===== src/rtl/swr_pkg.sv =====
package swr_pkg;

   typedef enum logic [1:0] {
      ST_IDLE = 2'd0,
      ST_FS   = 2'd1,
      ST_ACT  = 2'd2,
      ST_GAP  = 2'd3
   } swr_state_e;

   localparam int SWR_ADDR_W = 3;

   localparam logic [SWR_ADDR_W-1:0] A_X0    = 3'd0;
   localparam logic [SWR_ADDR_W-1:0] A_X1    = 3'd1;
   localparam logic [SWR_ADDR_W-1:0] A_Y0    = 3'd2;
   localparam logic [SWR_ADDR_W-1:0] A_Y1    = 3'd3;
   localparam logic [SWR_ADDR_W-1:0] A_GAP   = 3'd4;
   localparam logic [SWR_ADDR_W-1:0] A_STEP  = 3'd5;

endpackage


===== src/rtl/swr_cfg_regs.sv =====
module swr_cfg_regs
   import swr_pkg::*;
#(
   parameter int COL_W     = 10,
   parameter int ROW_W     = 10,
   parameter int PAUSE_W   = 8,
   parameter int DATA_W    = 16,
   parameter int PAUSE_MIN = 5,
   parameter int PAUSE_RST = 8
) (
   input  logic                  clk,
   input  logic                  rst_n,
   input  logic                  wr_en,
   input  logic [SWR_ADDR_W-1:0] wr_addr,
   input  logic [DATA_W-1:0]     wr_data,
   input  logic                  apply,
   output logic [COL_W-1:0]      act_x0,
   output logic [COL_W-1:0]      act_x1,
   output logic [ROW_W-1:0]      act_y0,
   output logic [ROW_W-1:0]      act_y1,
   output logic [PAUSE_W-1:0]    act_gap,
   output logic [ROW_W-1:0]      act_step
);

   localparam logic [COL_W-1:0]   COL_MAX  = {COL_W{1'b1}};
   localparam logic [ROW_W-1:0]   ROW_MAX  = {ROW_W{1'b1}};
   localparam logic [PAUSE_W-1:0] GAP_RST  = PAUSE_W'(PAUSE_RST);
   localparam logic [PAUSE_W-1:0] GAP_MIN  = PAUSE_W'(PAUSE_MIN);
   localparam logic [ROW_W-1:0]   STEP_ONE = ROW_W'(1);

   logic [COL_W-1:0]   pend_x0, pend_x1;
   logic [ROW_W-1:0]   pend_y0, pend_y1;
   logic [PAUSE_W-1:0] pend_gap;
   logic [ROW_W-1:0]   pend_step;

   logic [PAUSE_W-1:0] gap_raw, gap_fix;
   logic [ROW_W-1:0]   step_raw, step_fix;
   logic               win_ok;

   assign gap_raw  = wr_data[PAUSE_W-1:0];
   assign step_raw = wr_data[ROW_W-1:0];

   // gap floor: variant picked by the minimum parameter
   generate
      if (PAUSE_MIN > 1) begin : g_gap_floor
         assign gap_fix = (gap_raw < GAP_MIN) ? GAP_MIN : gap_raw;
      end else begin : g_gap_plain
         assign gap_fix = (gap_raw == '0) ? PAUSE_W'(1) : gap_raw;
      end
   endgenerate

   assign step_fix = (step_raw == '0) ? STEP_ONE : step_raw;

   always_ff @(posedge clk or negedge rst_n) begin
      if (!rst_n) begin
         pend_x0   <= '0;
         pend_x1   <= COL_MAX;
         pend_y0   <= '0;
         pend_y1   <= ROW_MAX;
         pend_gap  <= GAP_RST;
         pend_step <= STEP_ONE;
      end else if (wr_en) begin
         case (wr_addr)
            A_X0:    pend_x0   <= wr_data[COL_W-1:0];
            A_X1:    pend_x1   <= wr_data[COL_W-1:0];
            A_Y0:    pend_y0   <= wr_data[ROW_W-1:0];
            A_Y1:    pend_y1   <= wr_data[ROW_W-1:0];
            A_GAP:   pend_gap  <= gap_fix;
            A_STEP:  pend_step <= step_fix;
            default: ;
         endcase
      end
   end

   assign win_ok = (pend_x0 <= pend_x1) && (pend_y0 <= pend_y1);

   always_ff @(posedge clk or negedge rst_n) begin
      if (!rst_n) begin
         act_x0   <= '0;
         act_x1   <= COL_MAX;
         act_y0   <= '0;
         act_y1   <= ROW_MAX;
         act_gap  <= GAP_RST;
         act_step <= STEP_ONE;
      end else if (apply) begin
         act_gap  <= pend_gap;
         act_step <= pend_step;
         if (win_ok) begin
            act_x0 <= pend_x0;
            act_x1 <= pend_x1;
            act_y0 <= pend_y0;
            act_y1 <= pend_y1;
         end
      end
   end

endmodule


===== src/rtl/swr_row_step.sv =====
module swr_row_step #(
   parameter int ROW_W = 10
) (
   input  logic             clk,
   input  logic             rst_n,
   input  logic [ROW_W-1:0] y0,
   input  logic [ROW_W-1:0] y1,
   input  logic [ROW_W-1:0] step,
   input  logic             load,
   input  logic             advance,
   output logic [ROW_W-1:0] row,
   output logic             row_last
);

   localparam int SUM_W = ROW_W + 1;

   logic [SUM_W-1:0] row_next;

   // one spare bit so a step past the top row is seen, not wrapped
   assign row_next = {1'b0, row} + {1'b0, step};
   assign row_last = row_next > {1'b0, y1};

   always_ff @(posedge clk or negedge rst_n) begin
      if (!rst_n) begin
         row <= '0;
      end else if (load) begin
         row <= y0;
      end else if (advance) begin
         row <= row_next[ROW_W-1:0];
      end
   end

endmodule


===== src/rtl/swr_line_timer.sv =====
module swr_line_timer
   import swr_pkg::*;
#(
   parameter int COL_W   = 10,
   parameter int PAUSE_W = 8
) (
   input  logic               clk,
   input  logic               rst_n,
   input  logic [COL_W-1:0]   x0,
   input  logic [COL_W-1:0]   x1,
   input  logic [PAUSE_W-1:0] gap,
   input  logic               row_last,
   output logic               apply,
   output logic               load_row,
   output logic               advance,
   output logic               pix_valid,
   output logic               line_valid,
   output logic               frame_start,
   output logic [COL_W-1:0]   col
);

   localparam logic [PAUSE_W-1:0] CNT_ONE = PAUSE_W'(1);

   swr_state_e         state_q, state_d;
   logic [PAUSE_W-1:0] cnt_q;
   logic               line_done, gap_done;

   assign line_done = (state_q == ST_ACT) && (col == x1);
   assign gap_done  = (state_q == ST_GAP) && (cnt_q == '0);

   always_comb begin
      state_d  = state_q;
      apply    = 1'b0;
      load_row = 1'b0;
      advance  = 1'b0;
      case (state_q)
         ST_IDLE: begin
            state_d = ST_FS;
            apply   = 1'b1;
         end
         ST_FS: begin
            state_d  = ST_ACT;
            load_row = 1'b1;
         end
         ST_ACT: begin
            if (line_done) state_d = ST_GAP;
         end
         ST_GAP: begin
            if (gap_done) begin
               if (row_last) begin
                  state_d = ST_FS;
                  apply   = 1'b1;
               end else begin
                  state_d = ST_ACT;
                  advance = 1'b1;
               end
            end
         end
         default: state_d = ST_IDLE;
      endcase
   end

   always_ff @(posedge clk or negedge rst_n) begin
      if (!rst_n) begin
         state_q <= ST_IDLE;
         cnt_q   <= '0;
         col     <= '0;
      end else begin
         state_q <= state_d;
         if (line_done) begin
            cnt_q <= gap - CNT_ONE;
         end else if (state_q == ST_GAP && cnt_q != '0) begin
            cnt_q <= cnt_q - CNT_ONE;
         end
         if (load_row || advance) begin
            col <= x0;
         end else if (state_q == ST_ACT && !line_done) begin
            col <= col + COL_W'(1);
         end
      end
   end

   assign pix_valid   = (state_q == ST_ACT);
   assign line_valid  = (state_q == ST_ACT);
   assign frame_start = (state_q == ST_FS);

endmodule


===== src/rtl/swr_seq.sv =====
module swr_seq
   import swr_pkg::*;
#(
   parameter int COL_W     = 10,
   parameter int ROW_W     = 10,
   parameter int PAUSE_W   = 8,
   parameter int PAUSE_MIN = 5,
   parameter int PAUSE_RST = 8,
   parameter int ADDR_W    = SWR_ADDR_W,
   parameter int DATA_W    = 16
) (
   input  logic              clk,
   input  logic              rst_n,
   input  logic              wr_en,
   input  logic [ADDR_W-1:0] wr_addr,
   input  logic [DATA_W-1:0] wr_data,
   output logic              pix_valid,
   output logic              line_valid,
   output logic              frame_start,
   output logic [COL_W-1:0]  col,
   output logic [ROW_W-1:0]  row
);

   localparam int WIDEST = (COL_W > ROW_W) ? ((COL_W > PAUSE_W) ? COL_W : PAUSE_W)
                                           : ((ROW_W > PAUSE_W) ? ROW_W : PAUSE_W);
   localparam int GAP_TOP = (1 << PAUSE_W) - 1;

   generate
      if (PAUSE_MIN != 5 && PAUSE_MIN != 8) begin : g_bad_min
         $error("swr_seq: PAUSE_MIN must be 5 or 8");
      end
      if (PAUSE_RST < PAUSE_MIN || PAUSE_RST > GAP_TOP) begin : g_bad_rst
         $error("swr_seq: PAUSE_RST outside the legal gap range");
      end
      if (DATA_W < WIDEST) begin : g_bad_data
         $error("swr_seq: DATA_W narrower than a register field");
      end
      if (ADDR_W != SWR_ADDR_W) begin : g_bad_addr
         $error("swr_seq: ADDR_W must match the register map width");
      end
   endgenerate

   logic [COL_W-1:0]   act_x0, act_x1;
   logic [ROW_W-1:0]   act_y0, act_y1, act_step;
   logic [PAUSE_W-1:0] act_gap;
   logic               apply, load_row, advance, row_last;

   swr_cfg_regs #(
      .COL_W     (COL_W),
      .ROW_W     (ROW_W),
      .PAUSE_W   (PAUSE_W),
      .DATA_W    (DATA_W),
      .PAUSE_MIN (PAUSE_MIN),
      .PAUSE_RST (PAUSE_RST)
   ) u_cfg (
      .clk      (clk),
      .rst_n    (rst_n),
      .wr_en    (wr_en),
      .wr_addr  (wr_addr),
      .wr_data  (wr_data),
      .apply    (apply),
      .act_x0   (act_x0),
      .act_x1   (act_x1),
      .act_y0   (act_y0),
      .act_y1   (act_y1),
      .act_gap  (act_gap),
      .act_step (act_step)
   );

   swr_line_timer #(
      .COL_W   (COL_W),
      .PAUSE_W (PAUSE_W)
   ) u_line (
      .clk         (clk),
      .rst_n       (rst_n),
      .x0          (act_x0),
      .x1          (act_x1),
      .gap         (act_gap),
      .row_last    (row_last),
      .apply       (apply),
      .load_row    (load_row),
      .advance     (advance),
      .pix_valid   (pix_valid),
      .line_valid  (line_valid),
      .frame_start (frame_start),
      .col         (col)
   );

   swr_row_step #(
      .ROW_W (ROW_W)
   ) u_row (
      .clk      (clk),
      .rst_n    (rst_n),
      .y0       (act_y0),
      .y1       (act_y1),
      .step     (act_step),
      .load     (load_row),
      .advance  (advance),
      .row      (row),
      .row_last (row_last)
   );

endmodule


===== config.mk =====
export PLATFORM = sky130hd
export DESIGN_NAME = swr_seq
export DESIGN_NICKNAME = d
export VERILOG_FILES = /design/src/rtl/swr_pkg.sv /design/src/rtl/swr_cfg_regs.sv /design/src/rtl/swr_row_step.sv /design/src/rtl/swr_line_timer.sv /design/src/rtl/swr_seq.sv
export SDC_FILE = /design/constraint.sdc
export NUM_CORES = 1
export LEC_CHECK = 0
export ABC_CLOCK_PERIOD_IN_PS = 4300
export BUFFER_PORTS_ARGS = -buffer_cell sky130_fd_sc_hd__buf_2
export CAP_MARGIN = 5
export CORE_MARGIN = 2
export CORE_UTILIZATION = 39
export DETAILED_ROUTE_END_ITERATION = 10
export PLACE_DENSITY_LB_ADDON = 0.2
export REMOVE_ABC_BUFFERS = 1
export SLEW_MARGIN = 5
export SYNTH_ARGS = -nofsm -noshare
export SYNTH_HDL_FRONTEND = slang
export SYNTH_SLANG_ARGS = --single-unit

===== constraint.sdc =====
create_clock -name clk -period 4.3 [get_ports clk]
set_input_delay 0.43 -clock clk [delete_from_list [all_inputs] [get_ports clk]]
set_output_delay 0.43 -clock clk [all_outputs]
set_load 0.005 [all_outputs]

[Yosys cells after proc, flatten, opt, wreduce, memory -nomap -nowiden]
Index checks and enable logic that the tools add are counted.
Operators by class
  add/sub/neg operators: 4
  $lt $le $gt $ge: 4
  equality and inequality tests: 11
  mux-type cells: 19
  reductions and logical operators: 23
Operators with widths (number)
  10-bit 2-to-1 mux: 5
  8-bit 2-to-1 mux: 3
  10-bit less-or-equal comparator: 2
  2-bit AND reduction: 8
  8-bit by 1-bit subtractor with 8-bit output (second input constant): 2
  10-bit by 10-bit adder with 11-bit output: 1
  11-bit by 10-bit greater-than comparator with 1-bit output: 1
  10-bit by 1-bit adder with 10-bit output (second input constant): 1
  10-bit == test: 1
  10-bit logical NOT: 1
  8-bit logical NOT: 1
  8-bit by 3-bit less-than comparator with 1-bit output (second input constant): 1
  2-bit one-hot mux with 4 select lines: 1
  8-bit nonzero test: 1
  3-bit by 2-bit == test with 1-bit output (second input constant): 2
  3-bit == test (second input constant): 2
  1-bit 2-to-1 mux: 6
  2-bit 2-to-1 mux: 3
  2-bit nonzero test: 3
  1-bit logical AND: 5
  2-bit == test (second input constant): 2
  2-bit by 1-bit != test with 1-bit output (second input constant): 2
  3-bit by 1-bit == test with 1-bit output (second input constant): 1
  3-bit logical NOT: 1
  other kinds (5): 5
Storage, ports and cells
  flip-flop bits (word level): 146
  bits of input ports: 22
  output and inout port bits: 23

[Logic depth before layout (Yosys ltp)]
Gate-level depths: netlist (run 1).
  depth in word-level cells: 7
  mapped depth: 15
  gate-level depth less buffers: 13

[Hierarchy]
Synthesis (run 1) repeated with hierarchy kept, for this count alone.
Second synthesis, totals
  cells, all modules: 669
  area, all modules: 7832.5 µm²
Modules (own cells, without submodules)
  swr_cfg_regs: instances 1, cells an instance 354, area an instance 5124.9 µm², sequential area each 2957.8 µm²
  swr_line_timer: instances 1, cells an instance 168, area an instance 1490.2 µm², sequential area each 500.5 µm²
  swr_row_step: instances 1, cells an instance 147, area an instance 1217.4 µm², sequential area each 250.2 µm²

[Worst setup path before layout (run 1)]
No wires, ideal clock.
  path type: register -> register
  from: register u_row.row[0]
  to: register u_cfg.act_gap[0]
  arrival time: 3.859 ns
  required time: 4.175 ns
  slack: 0.316 ns
  cell stages (with the launch flop): 15
  buffers on the path: 2
  clock period less this slack: 3.984 ns
  cells stage by stage: dfrtp_1 -> ha_1 -> fa_1 -> a211oi_1 -> nor2_1 -> o31ai_1 -> xnor2_1 -> ha_1 -> a211oi_1 -> nand2_1 -> o311ai_0 -> a311o_1 -> buf_2 -> buf_2 -> mux2_2
Between the ends
  cells in the longest elaborated chain, start to end: 5
RTL lines
  from (decl): line swr_row_step.sv:11  | output logic [ROW_W-1:0] row,
  from (signal assigned): line swr_row_step.sv:27  | row <= y0;
  from (signal assigned): line swr_row_step.sv:29  | row <= row_next[ROW_W-1:0];
  10-bit by 10-bit adder with 11-bit output: line swr_row_step.sv:20  | assign row_next = {1'b0, row} + {1'b0, step};
  11-bit by 10-bit greater-than comparator with 1-bit output: line swr_row_step.sv:21  | assign row_last = row_next > {1'b0, y1};
  1-bit 2-to-1 mux: line swr_line_timer.sv:50  | if (row_last) begin
  1-bit 2-to-1 mux: line swr_line_timer.sv:49  | if (gap_done) begin
  1-bit one-hot mux with 2 select lines: line swr_line_timer.sv:36  | case (state_q)
  to (signal assigned): line swr_cfg_regs.sv:86  | act_gap <= pend_gap;
  to (decl): line swr_cfg_regs.sv:21  | output logic [PAUSE_W-1:0] act_gap,
Every way passes these cells.
A chain may end at the register's enable or synchronous reset.

[Worst setup path in the final report (run 1)]
  from: register u_row.row[0]
  to: register u_cfg.act_y1[0]
Between the ends
  cells in the longest elaborated chain, start to end: 6
RTL lines
  10-bit by 10-bit adder with 11-bit output: line swr_row_step.sv:20
  11-bit by 10-bit greater-than comparator with 1-bit output: line swr_row_step.sv:21
  1-bit 2-to-1 mux: line swr_line_timer.sv:50
  1-bit 2-to-1 mux: line swr_line_timer.sv:49
  1-bit one-hot mux with 2 select lines: line swr_line_timer.sv:36
  2-bit AND reduction (no line)
  to (signal assigned): line swr_cfg_regs.sv:92  | act_y1 <= pend_y1;
  to (decl): line swr_cfg_regs.sv:20  | output logic [ROW_W-1:0] act_y1,
Every way passes these cells.

==> results_dict.tcl, run 1 <==
set metrics [dict create \
    port_buffers 38 \
    ys_warn_count 0 \
    insertion_delay_ps 430 \
    muxShareOfSynthArea_pct 16.6 \
    grt_first_pass_wirelength_mm 27.4 \
    dr.first_iter.drc_count 319 \
    synth_xor_area_share_pct 4.34 \
    multi_input_area_mm2 0.00354 \
    finalCriticalPeriod_ps 4130 \
    syn_inst 647 \
    synth_top_flop_cell "dfrtp_1" \
    nets 768 \
    crit_top_cell "buf_4" \
    final_max_slew_viol_count 0 \
    clkTransAtPathRegs_ps 60 \
    grt_pass1_vias 5123 \
    tightest_slew_ps 717 \
    worst_path_dominant_cell_family "compound AO/OA/AOI/OAI gates" \
    wl_per_cell_um 17.7 \
    power_leakage_nw 3.83 \
    start_util_pct 39.8 \
    slew_headroom_pct 51.9 \
    fin_crit_sh_pct 96.0 \
    violations "negative hold slack" \
    rows 50 \
    cts_root_buffer "clkbuf_16" \
    ctsHoldBuffers 0 \
    crit_fanout 10 \
    synthSimpleGateAreaFrac_pct 8.94 \
    path_buf_inv 3 \
    drtAntennaViolNets 0 \
    drive_above_1_share_pct 32.0 \
    syn-cell-area_mm2 0.00747 \
    die_area_mm2 0.0203 \
    fill_cells 1767 \
    r2r.worst_path.cells 16 \
    mostFrequentLayoutCells "102 x dfrtp_1, 84 x mux2_2, 45 x ha_1" \
    drcViolationCount 0 \
    ys_types 57 \
    worstSetupPathType "reg2reg" \
    overflow 0 \
    hp-class "in2async" \
    reg2reg_slack_ps 170 \
    ios 45 \
    wl_mm 16.8 \
    r2r_end "u_cfg.act_y1[0]" \
    r2r-start "u_row.row[0]" \
    grt_max_degree 69 \
    cpPeakStageDelay_ps 440 \
    finalWorstSetupSlack_ps 172 \
    dpl_worst_slack_ps -6.52 \
    holdWs_ps -5.17 \
    total_power_mw 6.45 \
    cp-end-kind "flip-flop" \
    synth_edf_count 0 \
    synth-seq-area-share_pct 49.6 \
    h-tree-depth 4 \
    antenna_found_initial 3 \
    synth_top_family_by_area "multiplexers" \
    dp_hpwl_mm 12.2 \
    skew_ps 12.0 \
    cts_made_buffers 17 \
    final_common_cell "dfrtp_1" \
    area.growth.synth_to_final_pct 15.2 \
    cp.arrival_ps 4470 \
    cap_viol_max_count 0 \
    ys_ff_latch 146 \
    tritoncts "built" \
    viasPerCell 5.27 \
    core_area_mm2 0.0188 \
    seqCellArea_mm2 0.00371 \
    power_density_mw_per_mm2 749 \
    globalplace.congestion 0.881 \
    die_y_um 142 \
    cpMaxStageDelayCell "fa_1" \
    cp_cell_sequence "ha_1, fa_1, a211oi_2, nor2_1, o31ai_2, xnor2_2, ha_2, o21ai_0, o21bai_1, o311ai_1, buf_4, a311o_1, a211oi_4, buf_4, clkbuf_16, mux2_1" \
    async_flop_share_pct 100 \
    synth_compound_area_share_pct 9.03 \
    setup-violations-final 0 \
    timing_hold_violations_final 3 \
    clk_path_buf_depth 2 \
    die_w_um 142 \
    avgSynthCellArea_um2 11.5 \
    synthAdderAreaFrac_pct 7.97 \
    track_usage_pct 17.5 \
    vias 4999 \
    worst_ep_required_time_ps 4640 \
    status "finished with violations" \
    dr.pass1.iters 4 \
    cts_sinks 146 \
    vdd_drop_max_uv 356 \
    start_kind "flip-flop" \
    max_freq_mhz 242 \
]
## logic make-up (layout without fill, tap and decap cells)
| group | count (synthesis) | count (layout) |
|---|---|---|
| DFF | 146 | 146 |
| and+or+nand+nor | 136 | 136 |
| muxes | 113 | 113 |
| AOI/OAI and AO/OA | 109 | 109 |
| buffers and inverters | 59 | 124 |
| adders and majority gates | 47 | 47 |
| xor gates and xnor gates | 37 | 37 |
| other | 0 | 3 |
## worst register-to-register path: stages, from the launching register on
cell	delay, ps
dfrtp_1	390
ha_1	240
fa_1	440
a211oi_2	280
nor2_1	120
o31ai_2	260
xnor2_2	120
ha_2	360
o21ai_0	80
o21bai_1	130
o311ai_1	140
buf_4	180
a311o_1	340
a211oi_4	250
buf_4	180
clkbuf_16	170
mux2_1	340
## per-layer routing
metal / up-vias / global-route usage (%) / part of all wire (%)
met2: 75 / 28.0 / 47
li1: 2412 / - / -
met4: 0 / 6.62 / 1.9
met3: 21 / 3.50 / 3.5
met1: 2491 / 23.7 / 48
met5: - / 0 / 0
## cells in the mapped netlist (3+ instances only)
library cell | n | area (um2)
a211oi_1 | 8 | 60.1
a21oi_1 | 32 | 160
a31oi_1 | 3 | 18.8
and3_1 | 3 | 18.8
buf_6 | 4 | 45.0
clkbuf_1 | 14 | 52.6
dfrtp_1 | 102 | 2550
dfstp_2 | 44 | 1160
ha_1 | 46 | 576
inv_1 | 37 | 139
mux2_1 | 5 | 56.3
mux2_2 | 84 | 946
mux2i_1 | 24 | 240
nand2_1 | 40 | 150
nand2b_1 | 3 | 18.8
nand3_1 | 7 | 35.0
nand4_1 | 12 | 75.1
nor2_1 | 31 | 116
nor2b_1 | 3 | 18.8
nor3_1 | 17 | 85.1
o21ai_0 | 39 | 195
o21bai_1 | 4 | 30.0
or3_1 | 6 | 37.5
or4_1 | 3 | 22.5
xnor2_1 | 25 | 219
xor2_1 | 12 | 105
## through the flow
| stage | utilization [%] | instance area (um2) | hold WS (ps) | cells | setup TNS, ps |
|---|---|---|---|---|---|
| 3_5_place_dp | 42.5 | 7980 | 469 | 911 | -10.7 |
| 6_report | 45.8 | 8600 | -5.17 | 949 | 0 |
| 3_3_place_gp | 42.5 | 7980 | 461 | 911 | -152 |
| 5_1_grt | 45.8 | 8600 | 44.8 | 948 | -126 |
| 2_1_floorplan | - | 7350 | 134 | 625 | -18560 |
| 4_1_cts | 45.4 | 8530 | 13.4 | 943 | 0 |
## flip-flops by register name (all words and copies together) (netlist names), 8 cells and up
| register | count |
|---|---|
| u_cfg.pend_step | 10 |
| u_cfg.act_step | 10 |
| u_cfg.pend_y1 | 10 |
| u_cfg.act_y1 | 10 |
| u_line.col | 10 |
| u_cfg.pend_x0 | 10 |
| u_cfg.pend_x1 | 10 |
| u_cfg.pend_y0 | 10 |
| u_cfg.act_gap | 8 |
| u_cfg.act_x1 | 10 |
| u_cfg.pend_gap | 8 |
| u_cfg.act_y0 | 10 |
| u_line.cnt_q | 8 |
| u_cfg.act_x0 | 10 |
| u_row.row | 10 |
## worst max path at each step
stage	startpoint	endpoint	slack (ps)	cells past startpoint
after floorplan	u_row.row[0]	u_cfg.act_x0[0]	-520	13
after global placement	u_row.row[0]	u_cfg.act_step[1]	-10	14
after detailed placement	u_row.row[0]	u_cfg.act_gap[7]	-7	14
after CTS	u_row.row[0]	u_cfg.act_gap[7]	100	14
after global routing	u_row.row[0]	u_cfg.act_x0[3]	-10	16
final	u_row.row[0]	u_cfg.act_y1[0]	170	16
## what timing repair did
item	CTS	global route
pin swaps	0	1
setup buffers	0	2
gates cloned	0	1
gates resized for setup	1	6
endpoints found under the setup margin	15	49
## cell type report
class	count	area share, %
inverters	37	1.61
well taps	234	3.40
clock inverters	15	1.44
diodes	3	0.0872
multi-input cells	442	41.1
repair buffers	55	4.30
clock buffers	17	4.94
flip-flops and latches	146	43.1
## power breakdown
group	internal (mW)	switching, mW
logic	1.31	1.36
registers	1.98	0.412
clock network	0.753	0.638
Power figures use the tool's default switching activity.
==> run 2, diff against run 1 <==
==> constraint.sdc (replaced) <==
create_clock -name clk -period 4.3 [get_ports clk]
set_input_delay 1.075 -clock clk [delete_from_list [all_inputs] [get_ports clk]]
set_output_delay 1.075 -clock clk [all_outputs]
set_load 0.005 [all_outputs]
==> run 2 against run 1 <==
Compared with the run above:
- the run now ends clean
- worst setup slack is essentially flat
- clock power grew 17%
- hold slack gained 490 ps
- clock skew shrank 1.1 ps
- combinational power is essentially flat
- utilization grew 0.48 points
- cell area grew 1.0%
- largest cell class unchanged
- highest routed layer unchanged
==> results_dict.tcl, run 2 (synthesized netlist as in run 1, its figures left out) <==
set metrics [dict create \
    status "finished, final reports clean" \
    grt_max_degree 103 \
    antenna_found_initial 1 \
    dp_hpwl_mm 12.1 \
    port_buffers 38 \
    max_freq_mhz 242 \
    p_switching_mw 2.35 \
    final_cell_area_mm2 0.00869 \
    ios 45 \
    timing_hold_violations_final 0 \
    viasPerCell 5.31 \
    placedInstanceArea_mm2 0.00798 \
    start_kind "flip-flop" \
    power_leakage_nw 3.87 \
    final_common_cell "dfrtp_1" \
    tritoncts "built" \
    tns_ps 0 \
    drcViolationCount 0 \
    globalplace.congestion 0.848 \
    clk_path_buf_depth 2 \
    die_w_um 142 \
    drive_above_1_share_pct 31.6 \
    h-tree-depth 4 \
    finalCriticalPeriod_ps 4130 \
    finalWorstSetupSlack_ps 173 \
    track_usage_pct 17.5 \
    wl_mm 16.7 \
    grt_first_pass_wirelength_mm 27.3 \
    cap_viol_max_count 0 \
    dpl_worst_slack_ps 97.1 \
    dr.pass1.iters 4 \
    total_power_mw 6.68 \
    core_area_mm2 0.0188 \
    setup-violations-final 0 \
    power_frac_clock_pct 24.5 \
    clkTransAtPathRegs_ps 60 \
    die_area_mm2 0.0203 \
    seqPwrFrac_pct 35.9 \
    swShare_pct 35.2 \
    drtAntennaViolNets 0 \
    slew_headroom_pct 38.0 \
    area.growth.synth_to_final_pct 16.4 \
    nets 768 \
    cts_sinks 146 \
    cp.arrival_ps 4440 \
    holdWs_ps 485 \
    skew_ps 10.9 \
    cp-end-kind "flip-flop" \
    combPwrFrac_pct 39.6 \
    worst_ep_required_time_ps 4610 \
    fin_crit_sh_pct 96.0 \
    dr.first_iter.drc_count 280 \
    insertion_delay_ps 430 \
    vdd_drop_max_uv 308 \
    final_max_slew_viol_count 0 \
    rows 50 \
    mostFrequentLayoutCells "102 x dfrtp_1, 84 x mux2_2, 46 x ha_1" \
    crit_fanout 10 \
    vias 5026 \
    intPower_mw 4.32 \
    cts_made_buffers 17 \
    die_y_um 142 \
    power_density_mw_per_mm2 768 \
    worstSetupPathType "reg2reg" \
    overflow 0 \
    grt_pass1_vias 5211 \
    hp-class "reg2reg" \
    start_util_pct 39.8 \
    cts_root_buffer "clkbuf_16" \
    tightest_slew_ps 930 \
    wl_per_cell_um 17.7 \
]
==> run 2: final timing paths <==
path                            slack [ps]                  to          startpoint  depth (start not counted)
max in group asynchronous             2630    u_cfg.act_gap[2]               rst_n                          2
worst min register to register         490  u_cfg.pend_step[2]  u_cfg.pend_step[2]                          2
worst max register to register         170     u_cfg.act_y0[4]        u_row.row[0]                         16
worst max-delay path                   170     u_cfg.act_y0[4]        u_row.row[0]                         16
worst min-delay path                   490  u_cfg.pend_step[2]  u_cfg.pend_step[2]                          2
min in group asynchronous              720     u_cfg.act_y0[3]               rst_n                          1
==> run 2: area by class of cell <==
cell class / instances / area [um2]
fill: 1726 / 10100
sequential: 146 / 3710
multi-input combinational: 442 / 3530
clock buffer: 20 / 447
timing repair buffer: 55 / 370
tap: 234 / 293
clock inverter: 12 / 205
inverter: 37 / 139
antenna: 1 / 2.50
==> run 2: per-layer routing <==
metal	wire length, um	track usage, %
met1	8010	24.2
met2	8030	27.8
met3	476	3.30
met4	211	6.25
met5	0	0
==> run 2: critical path, stage by stage (launching register included) <==
cell and delay, ps:
dfrtp_1 400, ha_1 260, fa_2 390, a211oi_2 260, o21bai_1 140, a21oi_1 210, xnor2_1 150, ha_1 320
nand4_1 100, a21oi_1 150, o311ai_0 160, buf_4 190, a311o_1 340, a211oi_4 260, buf_4 190, buf_12 140
mux2_2 340
==> run 2: timing repair <==
action | in CTS | in global routing
hold buffers | 0 | 0
endpoints found under the setup margin | 0 | 49
buffers inserted | 0 | 2
gates resized for setup | 0 | 5
==> run 2: through the flow <==
stage | instances | utilization, %
2_1_floorplan | 625 | -
3_3_place_gp | 911 | 42.5
3_5_place_dp | 911 | 42.5
4_1_cts | 943 | 46.0
5_1_grt | 946 | 46.3
6_report | 947 | 46.3
==> run 2: power groups by stage <==
stage / Clock [mW] / Combinational, mW / Sequential [mW]
floorplan: 0 / 1.89 / 2.29
global placement: 0 / 2.52 / 2.40
detailed placement: 0 / 2.60 / 2.42
CTS: 1.66 / 2.62 / 2.40
global route: 1.73 / 2.99 / 2.48
finish: 1.63 / 2.65 / 2.40
==> run 3, diff against run 2 <==
CORE_ASPECT_RATIO = 0.6   (was default)
==> run 3 against run 2 <==
Compared with the run above:
- first-iteration DRC count rose by 16%
- global-route usage rose by 0.61 points
- fmax rose by 0.79%
==> results_dict.tcl, run 3 (synthesized netlist as in run 1, its figures left out) <==
set metrics [dict create \
    status "finished, final reports clean" \
    seqCellArea_mm2 0.00371 \
    drcViolationCount 0 \
    tritoncts "built" \
    dp_hpwl_mm 12.6 \
    finalWorstSetupSlack_ps 205 \
    track_usage_pct 18.1 \
    ios 45 \
    ctsHoldBuffers 0 \
    worst_ep_required_time_ps 4610 \
    slew_headroom_pct 45.6 \
    cts_sinks 146 \
    grt_pass1_vias 5066 \
    cp-end-kind "flip-flop" \
    antenna_found_initial 0 \
    cp-startpoint "u_row.row[0]" \
    vdd_drop_max_uv 265 \
    worstSetupPathType "reg2reg" \
    final_common_cell "dfrtp_1" \
    overflow 0 \
    drtAntennaViolNets 0 \
    start_util_pct 39.6 \
    placedInstanceArea_mm2 0.00800 \
    endpoint "u_cfg.act_y0[6]" \
    r2r_end "u_cfg.act_y0[6]" \
    clk_path_buf_depth 2 \
    r2r.worst_path.cells 16 \
    mostFrequentLayoutCells "102 x dfrtp_1, 84 x mux2_2, 46 x ha_1" \
    rsz0062_at_grt "no" \
    insertion_delay_ps 430 \
    power_leakage_nw 3.86 \
    drive_above_1_share_pct 32.3 \
    max_freq_mhz 244 \
    die_area_mm2 0.0203 \
    grt_first_pass_wirelength_mm 28.0 \
    crit_fanout 10 \
    vias 5059 \
    fill_cells 1733 \
    setup-violations-final 0 \
    die_w_um 183 \
    viasPerCell 5.28 \
    h-tree-depth 4 \
    antenna_cells 0 \
    tightest_slew_ps 812 \
    core_area_mm2 0.0189 \
    wl_mm 17.4 \
    power_density_mw_per_mm2 765 \
    final_cell_area_mm2 0.00868 \
    multi_input_area_mm2 0.00355 \
    clkTransAtPathRegs_ps 70 \
    skew_ps 13.5 \
    timing_hold_violations_final 0 \
    cts_root_buffer "clkbuf_16" \
    cts_made_buffers 17 \
    rows 39 \
    port_buffers 38 \
    reg2reg_slack_ps 200 \
    final_max_slew_viol_count 0 \
    grt_max_degree 79 \
    total_power_mw 6.63 \
    cap_viol_max_count 0 \
    finalCriticalPeriod_ps 4100 \
    die_y_um 111 \
    fin_crit_sh_pct 95.2 \
    cp.arrival_ps 4400 \
    dr.first_iter.drc_count 326 \
    globalplace.congestion 0.814 \
    nets 768 \
    r2r-start "u_row.row[0]" \
    dr.pass1.iters 4 \
    fin_util_pct 46.0 \
    hp-class "reg2reg" \
    start_kind "flip-flop" \
    area.growth.synth_to_final_pct 16.2 \
    dpl_worst_slack_ps -47.9 \
    tns_ps 0 \
    wl_per_cell_um 18.2 \
]
==> run 3: cell types whose count changed in the layout (fill, tap and decap cells not counted), sizes merged <==
cell,previous run,this run
diode,1,0
bufinv,5,2
inv,39,44
clkbuf,21,18
clkinv,3,4
==> run 3: worst min-delay path by stage <==
stage,from,to,slack (ps),depth (start not counted)
floorplan,u_cfg.pend_step[2],u_cfg.pend_step[2],450,2
global placement,u_cfg.pend_step[2],u_cfg.pend_step[2],470,2
global route,u_cfg.pend_step[7],u_cfg.pend_step[7],510,1
CTS,u_cfg.pend_step[2],u_cfg.pend_step[2],480,2
finish,u_cfg.pend_step[2],u_cfg.pend_step[2],480,2
detailed placement,u_cfg.pend_step[2],u_cfg.pend_step[2],470,2
==> run 3: layout make-up <==
cell class	instances	area share, %
sequential	146	42.7
timing repair buffer	55	4.37
tap	246	3.55
clock inverter	15	1.99
multi-input combinational	442	40.9
inverter	37	1.60
clock buffer	17	4.90
==> run 3: per-stage QoR <==
| step | cells | hold slack, ps |
|---|---|---|
| floorplan | 625 | 446 |
| global placement | 922 | 465 |
| detailed placement | 922 | 471 |
| CTS | 954 | 484 |
| global route | 958 | 512 |
| finish | 958 | 483 |
==> run 3: critical path, cell delays in order, from the launching register on <==
cell,delay [ps]
dfrtp_1,410
ha_1,260
fa_2,390
a211oi_2,270
nor2_1,110
o31ai_2,230
xnor2_1,180
ha_1,350
o21ai_0,80
o21bai_1,140
o311ai_1,150
buf_4,180
a311o_1,330
a211oi_4,240
buf_4,180
buf_12,140
mux2_2,340
==> run 3: where the power goes <==
group / switching, mW / leakage (nW) / internal [mW]
Clock: 0.638 / 0.289 / 0.872
Sequential: 0.426 / 1.71 / 1.98
Combinational: 1.40 / 1.86 / 1.32
Total: 2.46 / 3.86 / 4.17
==> run 3: metal layers <==
layer / part of all wire, % / GRT usage, % / up-vias
met5: 0 / 0 / -
met4: 1.1 / 5.00 / 0
met3: 4.5 / 3.84 / 16
met2: 42 / 24.9 / 66
met1: 52 / 28.5 / 2557
li1: - / - / 2420
==> run 3: timing repair <==
item,CTS,global route
pin swaps,0,2
setup buffers,0,3
gates resized for setup,1,6
gates cloned,0,1
endpoints found under the setup margin,37,52
